File: src/rtl/agt_pkg.sv
package agt_pkg;
  localparam int unsigned REG_W = 32;
  localparam int unsigned OFS_W = 4;

  localparam logic [OFS_W-1:0] OFS_CTRL    = 4'h0;
  localparam logic [OFS_W-1:0] OFS_SNAP_LO = 4'h1;
  localparam logic [OFS_W-1:0] OFS_SNAP_HI = 4'h2;
  localparam logic [OFS_W-1:0] OFS_SNAP_GO = 4'h3;
  localparam logic [OFS_W-1:0] OFS_LOAD_LO = 4'h4;
  localparam logic [OFS_W-1:0] OFS_LOAD_HI = 4'h5;
  localparam logic [OFS_W-1:0] OFS_LOAD_GO = 4'h6;
  localparam logic [OFS_W-1:0] OFS_ALM_LO  = 4'h7;
  localparam logic [OFS_W-1:0] OFS_ALM_HI  = 4'h8;

  localparam logic [OFS_W-1:0] GRP_IEN = 4'h0;
  localparam logic [OFS_W-1:0] GRP_RAW = 4'h1;
  localparam logic [OFS_W-1:0] GRP_MSK = 4'h2;
  localparam logic [OFS_W-1:0] GRP_CLR = 4'h3;

  typedef struct packed {
    logic [15:0] div;
    logic [9:0]  rsvd;
    logic        edge_en;
    logic        level_en;
    logic        arm;
    logic        autoreload;
    logic        up;
    logic        run;
  } ctrl_t;
endpackage

File: src/rtl/agt_prescale.sv
module agt_prescale #(
  parameter int unsigned DIV_W = 16
) (
  input  logic             clk,
  input  logic             rst_n,
  input  logic             run,
  input  logic             restart,
  input  logic [DIV_W-1:0] div,
  output logic             tick
);
  localparam int unsigned PC_W = DIV_W + 1;

  logic [PC_W-1:0] pcnt;
  logic [PC_W-1:0] limit;

  always_comb begin
    if (div == '0)      limit = {1'b0, {DIV_W{1'b1}}};
    else if (div == 1)  limit = PC_W'(1);
    else                limit = {1'b0, div} - PC_W'(1);
  end

  assign tick = run && !restart && (pcnt == limit);

  always_ff @(posedge clk or negedge rst_n) begin
    if (!rst_n)                     pcnt <= '0;
    else if (!run || restart || tick) pcnt <= '0;
    else                            pcnt <= pcnt + PC_W'(1);
  end

  // the phase never runs past the current period
  assert_phase_bound_R2: assert property (@(posedge clk) disable iff (!rst_n)
    pcnt <= limit);
endmodule

File: src/rtl/agt_core.sv
module agt_core
  import agt_pkg::*;
#(
  parameter int unsigned CNT_W = 64,
  parameter int unsigned DIV_W = 16
) (
  input  logic             clk,
  input  logic             rst_n,
  input  logic             wr,
  input  logic [OFS_W-1:0] ofs,
  input  logic [REG_W-1:0] wdata,
  output ctrl_t            ctrl_o,
  output logic [CNT_W-1:0] snap_o,
  output logic [CNT_W-1:0] load_o,
  output logic [CNT_W-1:0] alarm_o,
  output logic             evt_o
);
  localparam int unsigned HALF = CNT_W / 2;

  ctrl_t            ctrl;
  logic [CNT_W-1:0] cnt, load_r, alarm_r, snap;
  logic             wr_ctrl, load_go, snap_go, restart, tick, reached, evt;

  assign wr_ctrl = wr && (ofs == OFS_CTRL);
  assign load_go = wr && (ofs == OFS_LOAD_GO);
  assign snap_go = wr && (ofs == OFS_SNAP_GO);
  assign restart = wr_ctrl && (wdata[31:16] != ctrl.div);

  agt_prescale #(.DIV_W(DIV_W)) u_pre (
    .clk(clk), .rst_n(rst_n), .run(ctrl.run), .restart(restart),
    .div(ctrl.div), .tick(tick)
  );

  assign reached = ctrl.up ? (cnt >= alarm_r) : (cnt <= alarm_r);
  assign evt     = ctrl.arm && reached;

  always_ff @(posedge clk or negedge rst_n) begin
    if (!rst_n) begin
      ctrl    <= '0;
      load_r  <= '0;
      alarm_r <= '0;
    end else begin
      if (wr_ctrl)  ctrl     <= ctrl_t'(wdata);
      else if (evt) ctrl.arm <= 1'b0;
      if (wr && ofs == OFS_LOAD_LO) load_r[HALF-1:0]      <= wdata[HALF-1:0];
      if (wr && ofs == OFS_LOAD_HI) load_r[CNT_W-1:HALF]  <= wdata[HALF-1:0];
      if (wr && ofs == OFS_ALM_LO)  alarm_r[HALF-1:0]     <= wdata[HALF-1:0];
      if (wr && ofs == OFS_ALM_HI)  alarm_r[CNT_W-1:HALF] <= wdata[HALF-1:0];
    end
  end

  always_ff @(posedge clk or negedge rst_n) begin
    if (!rst_n)                       cnt <= '0;
    else if (load_go)                 cnt <= load_r;
    else if (evt && ctrl.autoreload)  cnt <= load_r;
    else if (tick)                    cnt <= ctrl.up ? cnt + CNT_W'(1) : cnt - CNT_W'(1);
  end

  always_ff @(posedge clk or negedge rst_n) begin
    if (!rst_n)       snap <= '0;
    else if (snap_go) snap <= cnt;
  end

  assign ctrl_o  = ctrl;
  assign snap_o  = snap;
  assign load_o  = load_r;
  assign alarm_o = alarm_r;
  assign evt_o   = evt;

  assert_cnt_hold_R1: assert property (@(posedge clk) disable iff (!rst_n)
    (!tick && !load_go && !evt) |=> $stable(cnt));
  assert_cnt_step_R1: assert property (@(posedge clk) disable iff (!rst_n)
    (tick && !load_go && !evt) |=>
      cnt == ($past(ctrl.up) ? $past(cnt) + CNT_W'(1) : $past(cnt) - CNT_W'(1)));
  assert_commit_R3: assert property (@(posedge clk) disable iff (!rst_n)
    load_go |=> cnt == $past(load_r));
  assert_snap_hold_R4: assert property (@(posedge clk) disable iff (!rst_n)
    !snap_go |=> $stable(snap));
  assert_arm_drop_R6: assert property (@(posedge clk) disable iff (!rst_n)
    (evt && !wr_ctrl) |=> !ctrl.arm);
endmodule

File: src/rtl/alarm_timer_group.sv
module alarm_timer_group
  import agt_pkg::*;
#(
  parameter int unsigned NT     = 2,
  parameter int unsigned ADDR_W = 8,
  parameter int unsigned CNT_W  = 64,
  parameter int unsigned DIV_W  = 16
) (
  input  logic              clk,
  input  logic              rst_n,
  input  logic              bus_wr,
  input  logic              bus_rd,
  input  logic [ADDR_W-1:0] bus_addr,
  input  logic [31:0]       bus_wdata,
  output logic [31:0]       bus_rdata,
  output logic              level_irq,
  output logic              edge_irq
);
  localparam int unsigned TIDX_W = ADDR_W - 1 - OFS_W;
  localparam int unsigned HALF   = CNT_W / 2;

  logic              grp_sel;
  logic [TIDX_W-1:0] tidx;
  logic [OFS_W-1:0]  ofs;
  logic [NT-1:0]     evt, int_en, raw, masked, clr_mask, lvl_vec, edg_vec;
  ctrl_t             ctrl_a  [NT];
  logic [CNT_W-1:0]  snap_a  [NT];
  logic [CNT_W-1:0]  load_a  [NT];
  logic [CNT_W-1:0]  alarm_a [NT];
  logic [31:0]       rd_mux;

  assign grp_sel = bus_addr[ADDR_W-1];
  assign tidx    = bus_addr[ADDR_W-2:OFS_W];
  assign ofs     = bus_addr[OFS_W-1:0];

  for (genvar i = 0; i < NT; i++) begin : g_tmr
    logic t_wr;
    assign t_wr = bus_wr && !grp_sel && (tidx == TIDX_W'(i));
    agt_core #(.CNT_W(CNT_W), .DIV_W(DIV_W)) u_core (
      .clk(clk), .rst_n(rst_n), .wr(t_wr), .ofs(ofs), .wdata(bus_wdata),
      .ctrl_o(ctrl_a[i]), .snap_o(snap_a[i]), .load_o(load_a[i]),
      .alarm_o(alarm_a[i]), .evt_o(evt[i])
    );
    assign lvl_vec[i] = ctrl_a[i].level_en;
    assign edg_vec[i] = ctrl_a[i].edge_en;
  end

  assign clr_mask = (bus_wr && grp_sel && ofs == GRP_CLR) ? bus_wdata[NT-1:0] : '0;
  assign masked   = raw & int_en;
  assign level_irq = |(masked & lvl_vec);

  always_ff @(posedge clk or negedge rst_n) begin
    if (!rst_n) begin
      int_en   <= '0;
      raw      <= '0;
      edge_irq <= 1'b0;
    end else begin
      if (bus_wr && grp_sel && ofs == GRP_IEN) int_en <= bus_wdata[NT-1:0];
      raw      <= (raw & ~clr_mask) | evt;
      edge_irq <= |(evt & edg_vec & int_en);
    end
  end

  always_comb begin
    rd_mux = '0;
    if (grp_sel) begin
      case (ofs)
        GRP_IEN: rd_mux = 32'(int_en);
        GRP_RAW: rd_mux = 32'(raw);
        GRP_MSK: rd_mux = 32'(masked);
        default: rd_mux = '0;
      endcase
    end else begin
      for (int i = 0; i < NT; i++) begin
        if (tidx == TIDX_W'(i)) begin
          case (ofs)
            OFS_CTRL:    rd_mux = ctrl_a[i];
            OFS_SNAP_LO: rd_mux = snap_a[i][HALF-1:0];
            OFS_SNAP_HI: rd_mux = snap_a[i][CNT_W-1:HALF];
            OFS_LOAD_LO: rd_mux = load_a[i][HALF-1:0];
            OFS_LOAD_HI: rd_mux = load_a[i][CNT_W-1:HALF];
            OFS_ALM_LO:  rd_mux = alarm_a[i][HALF-1:0];
            OFS_ALM_HI:  rd_mux = alarm_a[i][CNT_W-1:HALF];
            default:     rd_mux = '0;
          endcase
        end
      end
    end
  end

  always_ff @(posedge clk or negedge rst_n) begin
    if (!rst_n)      bus_rdata <= '0;
    else if (bus_rd) bus_rdata <= rd_mux;
  end

  assert_clear_all_R8: assert property (@(posedge clk) disable iff (!rst_n)
    ((&clr_mask) && evt == '0) |=> raw == '0);
  assert_level_src_R9: assert property (@(posedge clk) disable iff (!rst_n)
    level_irq |-> (masked != '0));
  assert_edge_single_R9: assert property (@(posedge clk) disable iff (!rst_n)
    edge_irq |=> !edge_irq);
endmodule

File: config.mk
export PLATFORM = sky130hd
export DESIGN_NAME = alarm_timer_group
export DESIGN_NICKNAME = d
export VERILOG_FILES = /design/src/rtl/agt_pkg.sv /design/src/rtl/agt_prescale.sv /design/src/rtl/agt_core.sv /design/src/rtl/alarm_timer_group.sv
export SDC_FILE = /design/constraint.sdc
export NUM_CORES = 2
export LEC_CHECK = 0
export BUFFER_PORTS_ARGS = -buffer_cell sky130_fd_sc_hd__buf_2
export CORE_ASPECT_RATIO = 0.5
export CORE_MARGIN = 3
export CORE_UTILIZATION = 44
export CTS_CLUSTER_DIAMETER = 100
export CTS_CLUSTER_SIZE = 25
export DETAILED_ROUTE_END_ITERATION = 16
export PLACE_DENSITY_LB_ADDON = 0.3
export SKIP_LAST_GASP = 1
export SYNTH_ARGS = -nofsm -noshare
export SYNTH_HDL_FRONTEND = slang
export SYNTH_SLANG_ARGS = --single-unit
File: constraint.sdc
create_clock -name clk -period 4.55 [get_ports clk]
set_input_delay 0.91 -clock clk [delete_from_list [all_inputs] [get_ports clk]]
set_output_delay 0.91 -clock clk [all_outputs]
set_load 0.01 [all_outputs]
==> impl_metrics.csv <==
group,metric,value,unit
grt,grt-ovfl-total,0,
timing,fmax,232,MHz
grt,track_usage,0.275,
clock_tree,clk_path_buf_depth,3,
clock_tree,cts.sinks,647,
synthesis,synth_cell_types,88,
timing,fin_crit,4.30,ns
floorplanning,ioPinCount,78,
grt,antenna_found_initial,0,
run_status,status,"completed",
grt,grt_pass1_vias,31900,
synthesis,async_reset_ff_frac,1.00,
floorplanning,start_util,0.449,
synthesis,yosysWarnings,0,
floorplanning,core,0.0895,mm^2
route,drc,0,
synthesis,synth_top_flop_cell,"dfrtp_1",
worst_setup_path,cp_max_fo,17,
timing,finalMaxSlewViolations,0,
clock_tree,cts_buffers,29,
cells_and_area,num-nets-final,4404,
floorplanning,die_w,434,um
worst_hold_path,min_path_type,"in -> async",
worst_setup_path,critical_path.top_delay_family,"simple AND/OR/NAND/NOR gates",
placement,gp_congestion,0.930,
run,drv_cap,0,
worst_setup_path,critical_path_arrival,4.82,ns
worst_setup_path,required,5.07,ns
power,cellLeakagePower,20.8,nW
timing,maxSlewHeadroom,0.398,
worst_setup_path,r2r_cells,11,
clock_tree,cts_root_buf,"clkbuf_16",
route,via_per_inst,6.27,
clock_tree,hold_buffers,0,
route,via_count,33100,
synthesis,synth_seq_cells,647,
synthesis,synth_area_leaders,"dfrtp_1, mux2_2, ha_1, a21oi_1, o21ai_0",
synthesis,synth_area_per_cell,9.70,um^2
worst_setup_path,critPathMaxStageDelay,0.78,ns
power,finalPower,15.3,mW
synthesis,syn-num-nets,4451,
route,wl_met3,12800,um
timing,setup_tns,0,ns
synthesis,synth_edf_count,0,
cells_and_area,diodes,0,
worst_setup_path,cp_cell_sequence,"or4_1, nor4_2, xnor2_1, o311ai_1, o211ai_1, nor3_1, nand4_1, nor2_4, buf_4, mux2i_1, a21oi_1",
route,drt-initial-drc-count,3929,
timing,finalHoldViolations,0,
power,ir_worst_vdd,0.322,mV
worst_setup_path,worst_setup_path_end_kind,"flop",
clock_tree,cts_setup_buffers,0,
synthesis,ys_seq_area_frac,0.402,
grt,grt_max_degree,113,
power,powerDensity,357,mW/mm^2
route,wl_met2,56200,um
synthesis,yosys.area.top_type,"dfrtp_1",
synthesis,synth_cells,4147,
timing,setup_viol,0,
synthesis,yosysTopAreaCellShare,0.402,
route,met1_length,61700,um
worst_setup_path,worstSetupPathType,"reg -> reg",
grt,grt_pass1_wl,201000,um
floorplanning,die_y,220,um
route,ant_nets,0,
route,wl,132000,um
cells_and_area,drive_gt1_frac,0.152,
route,wl_per_cell,25.1,um
timing,skew,0.0393,ns
synthesis,yosys-top-cells-count,"dfrtp_1, a21oi_1, mux2_2",
clock_tree,cts_tree,"done",
worst_setup_path,cp.buffers_inverters,1,
timing,worst_slew_pin_slew,0.895,ns
placement,portBuffers,77,
worst_setup_path,slowest_stage,"or4_1",
synthesis,syn_area,0.0402,mm^2
placement,hpwl,98000,um
worst_setup_path,start_kind,"flop",
worst_setup_path,cp.depth,11,
clock_tree,postCtsResizedCells,0,
timing,finalCritPeriodShare,0.946,
cells_and_area,synthToLayoutAreaGrowth,6.43,%
clock_tree,htree_levels,1,
clock_tree,cts.clk_slew.worst_paths,0.11,ns
timing,grt_setup_unrepaired,"no",
synthesis,yosysMostFrequentCell,"dfrtp_1",
floorplanning,die-area,0.0953,mm^2
clock_tree,clkLatencyLatePin,0.66,ns
route,first_pass_iters,8,
floorplanning,fp-row-count,77,
route,routed.top_layer,"met4",
[layout make-up]
type,instances,area (um^2)
clock buffers,31,743
clock inverters,1,20.0
fillers,8241,46700
inverters,216,815
multi-input cells,3025,22100
flip-flops and latches,647,16200
well taps,1185,1480
repair buffers,181,1430
[cells in the final DEF (no fill, tap or decap), types with 31 or more instances in the layout]
cell type / instances
a21o_1: 128
a21oi_1: 352
a221oi_1: 68
a22o_1: 49
a22oi_1: 72
a31oi_1: 48
buf_2: 76
buf_4: 84
dfrtp_1: 647
ha_1: 258
inv_1: 214
mux2_2: 347
mux2i_1: 117
nand2_1: 289
nand3_1: 92
nand4_1: 78
nor2_1: 243
nor3_1: 31
o21ai_0: 252
xnor2_1: 123
xor2_1: 89
[cell families after synthesis]
| logic type | Yosys count | share of synthesized area |
|---|---|---|
| XOR/XNOR | 213 | 0.0467 |
| AO/OA/AOI/OAI | 1147 | 0.181 |
| flip-flops | 647 | 0.402 |
| multiplexers | 464 | 0.126 |
| adder cells (fa/ha/maj) | 260 | 0.0812 |
| AND/OR/NAND/NOR | 941 | 0.113 |
| buffers and inverters | 475 | 0.0497 |
[registers in the layout, indices dropped and copies added, names as in the netlist]
register,cells
g_tmr.u_core.load_o,128
g_tmr.u_core.ctrl_o,64
g_tmr.u_core.u_pre.pcnt,34
edge_irq,1
raw,2
int_en,2
g_tmr.u_core.cnt,128
g_tmr.u_core.alarm_o,128
g_tmr.u_core.snap_o,128
bus_rdata,32
[stage by stage]
stage	cells	hold slack [ns]	area, um^2	utilization	setup slack (ns)
CTS	5286	0.226	42800	0.478	0.275
global placement	5254	0.467	42100	0.470	0.221
detailed placement	5254	0.481	42100	0.470	0.300
floorplan	4147	0.451	40200	-	0.0671
finish	5286	0.205	42800	0.478	0.245
global route	5286	0.238	42800	0.478	0.0336
[per-layer routing]
| layer | track usage | vias to the layer above |
|---|---|---|
| met4 | 0.0395 | 0 |
| met3 | 0.0547 | 126 |
| met2 | 0.408 | 1384 |
| met5 | 0 | - |
| met1 | 0.419 | 16700 |
| li1 | - | 14900 |
[power breakdown]
group / internal, mW / switching, mW / total, mW
logic: 2.09 / 3.10 / 5.19
clock network: 1.17 / 1.91 / 3.08
registers: 6.25 / 0.780 / 7.03
[worst reg2reg max path, cell delays in order, from the launching register on]
cell,delay (ns)
dfrtp_1,0.50
or4_1,0.78
nor4_2,0.50
xnor2_1,0.17
o311ai_1,0.43
o211ai_1,0.16
nor3_1,0.21
nand4_1,0.32
nor2_4,0.20
buf_4,0.35
mux2i_1,0.45
a21oi_1,0.12
[final timing paths]
path	startpoint	to	slack [ns]
max in group asynchronous	rst_n	g_tmr[1].u_core.cnt[58]$_DFFE_PN0P_	3.20
max	g_tmr[0].u_core.ctrl_o[16]$_DFFE_PN0P_	g_tmr[0].u_core.cnt[36]$_DFFE_PN0P_	0.25
max reg2reg	g_tmr[0].u_core.ctrl_o[16]$_DFFE_PN0P_	g_tmr[0].u_core.cnt[36]$_DFFE_PN0P_	0.25
min	rst_n	g_tmr[0].u_core.cnt[37]$_DFFE_PN0P_	0.21
min in group clk	g_tmr[0].u_core.snap_o[39]$_DFFE_PN0P_	g_tmr[0].u_core.snap_o[39]$_DFFE_PN0P_	0.52
min reg2reg	g_tmr[0].u_core.snap_o[39]$_DFFE_PN0P_	g_tmr[0].u_core.snap_o[39]$_DFFE_PN0P_	0.52
Power figures use the tool's default switching activity.
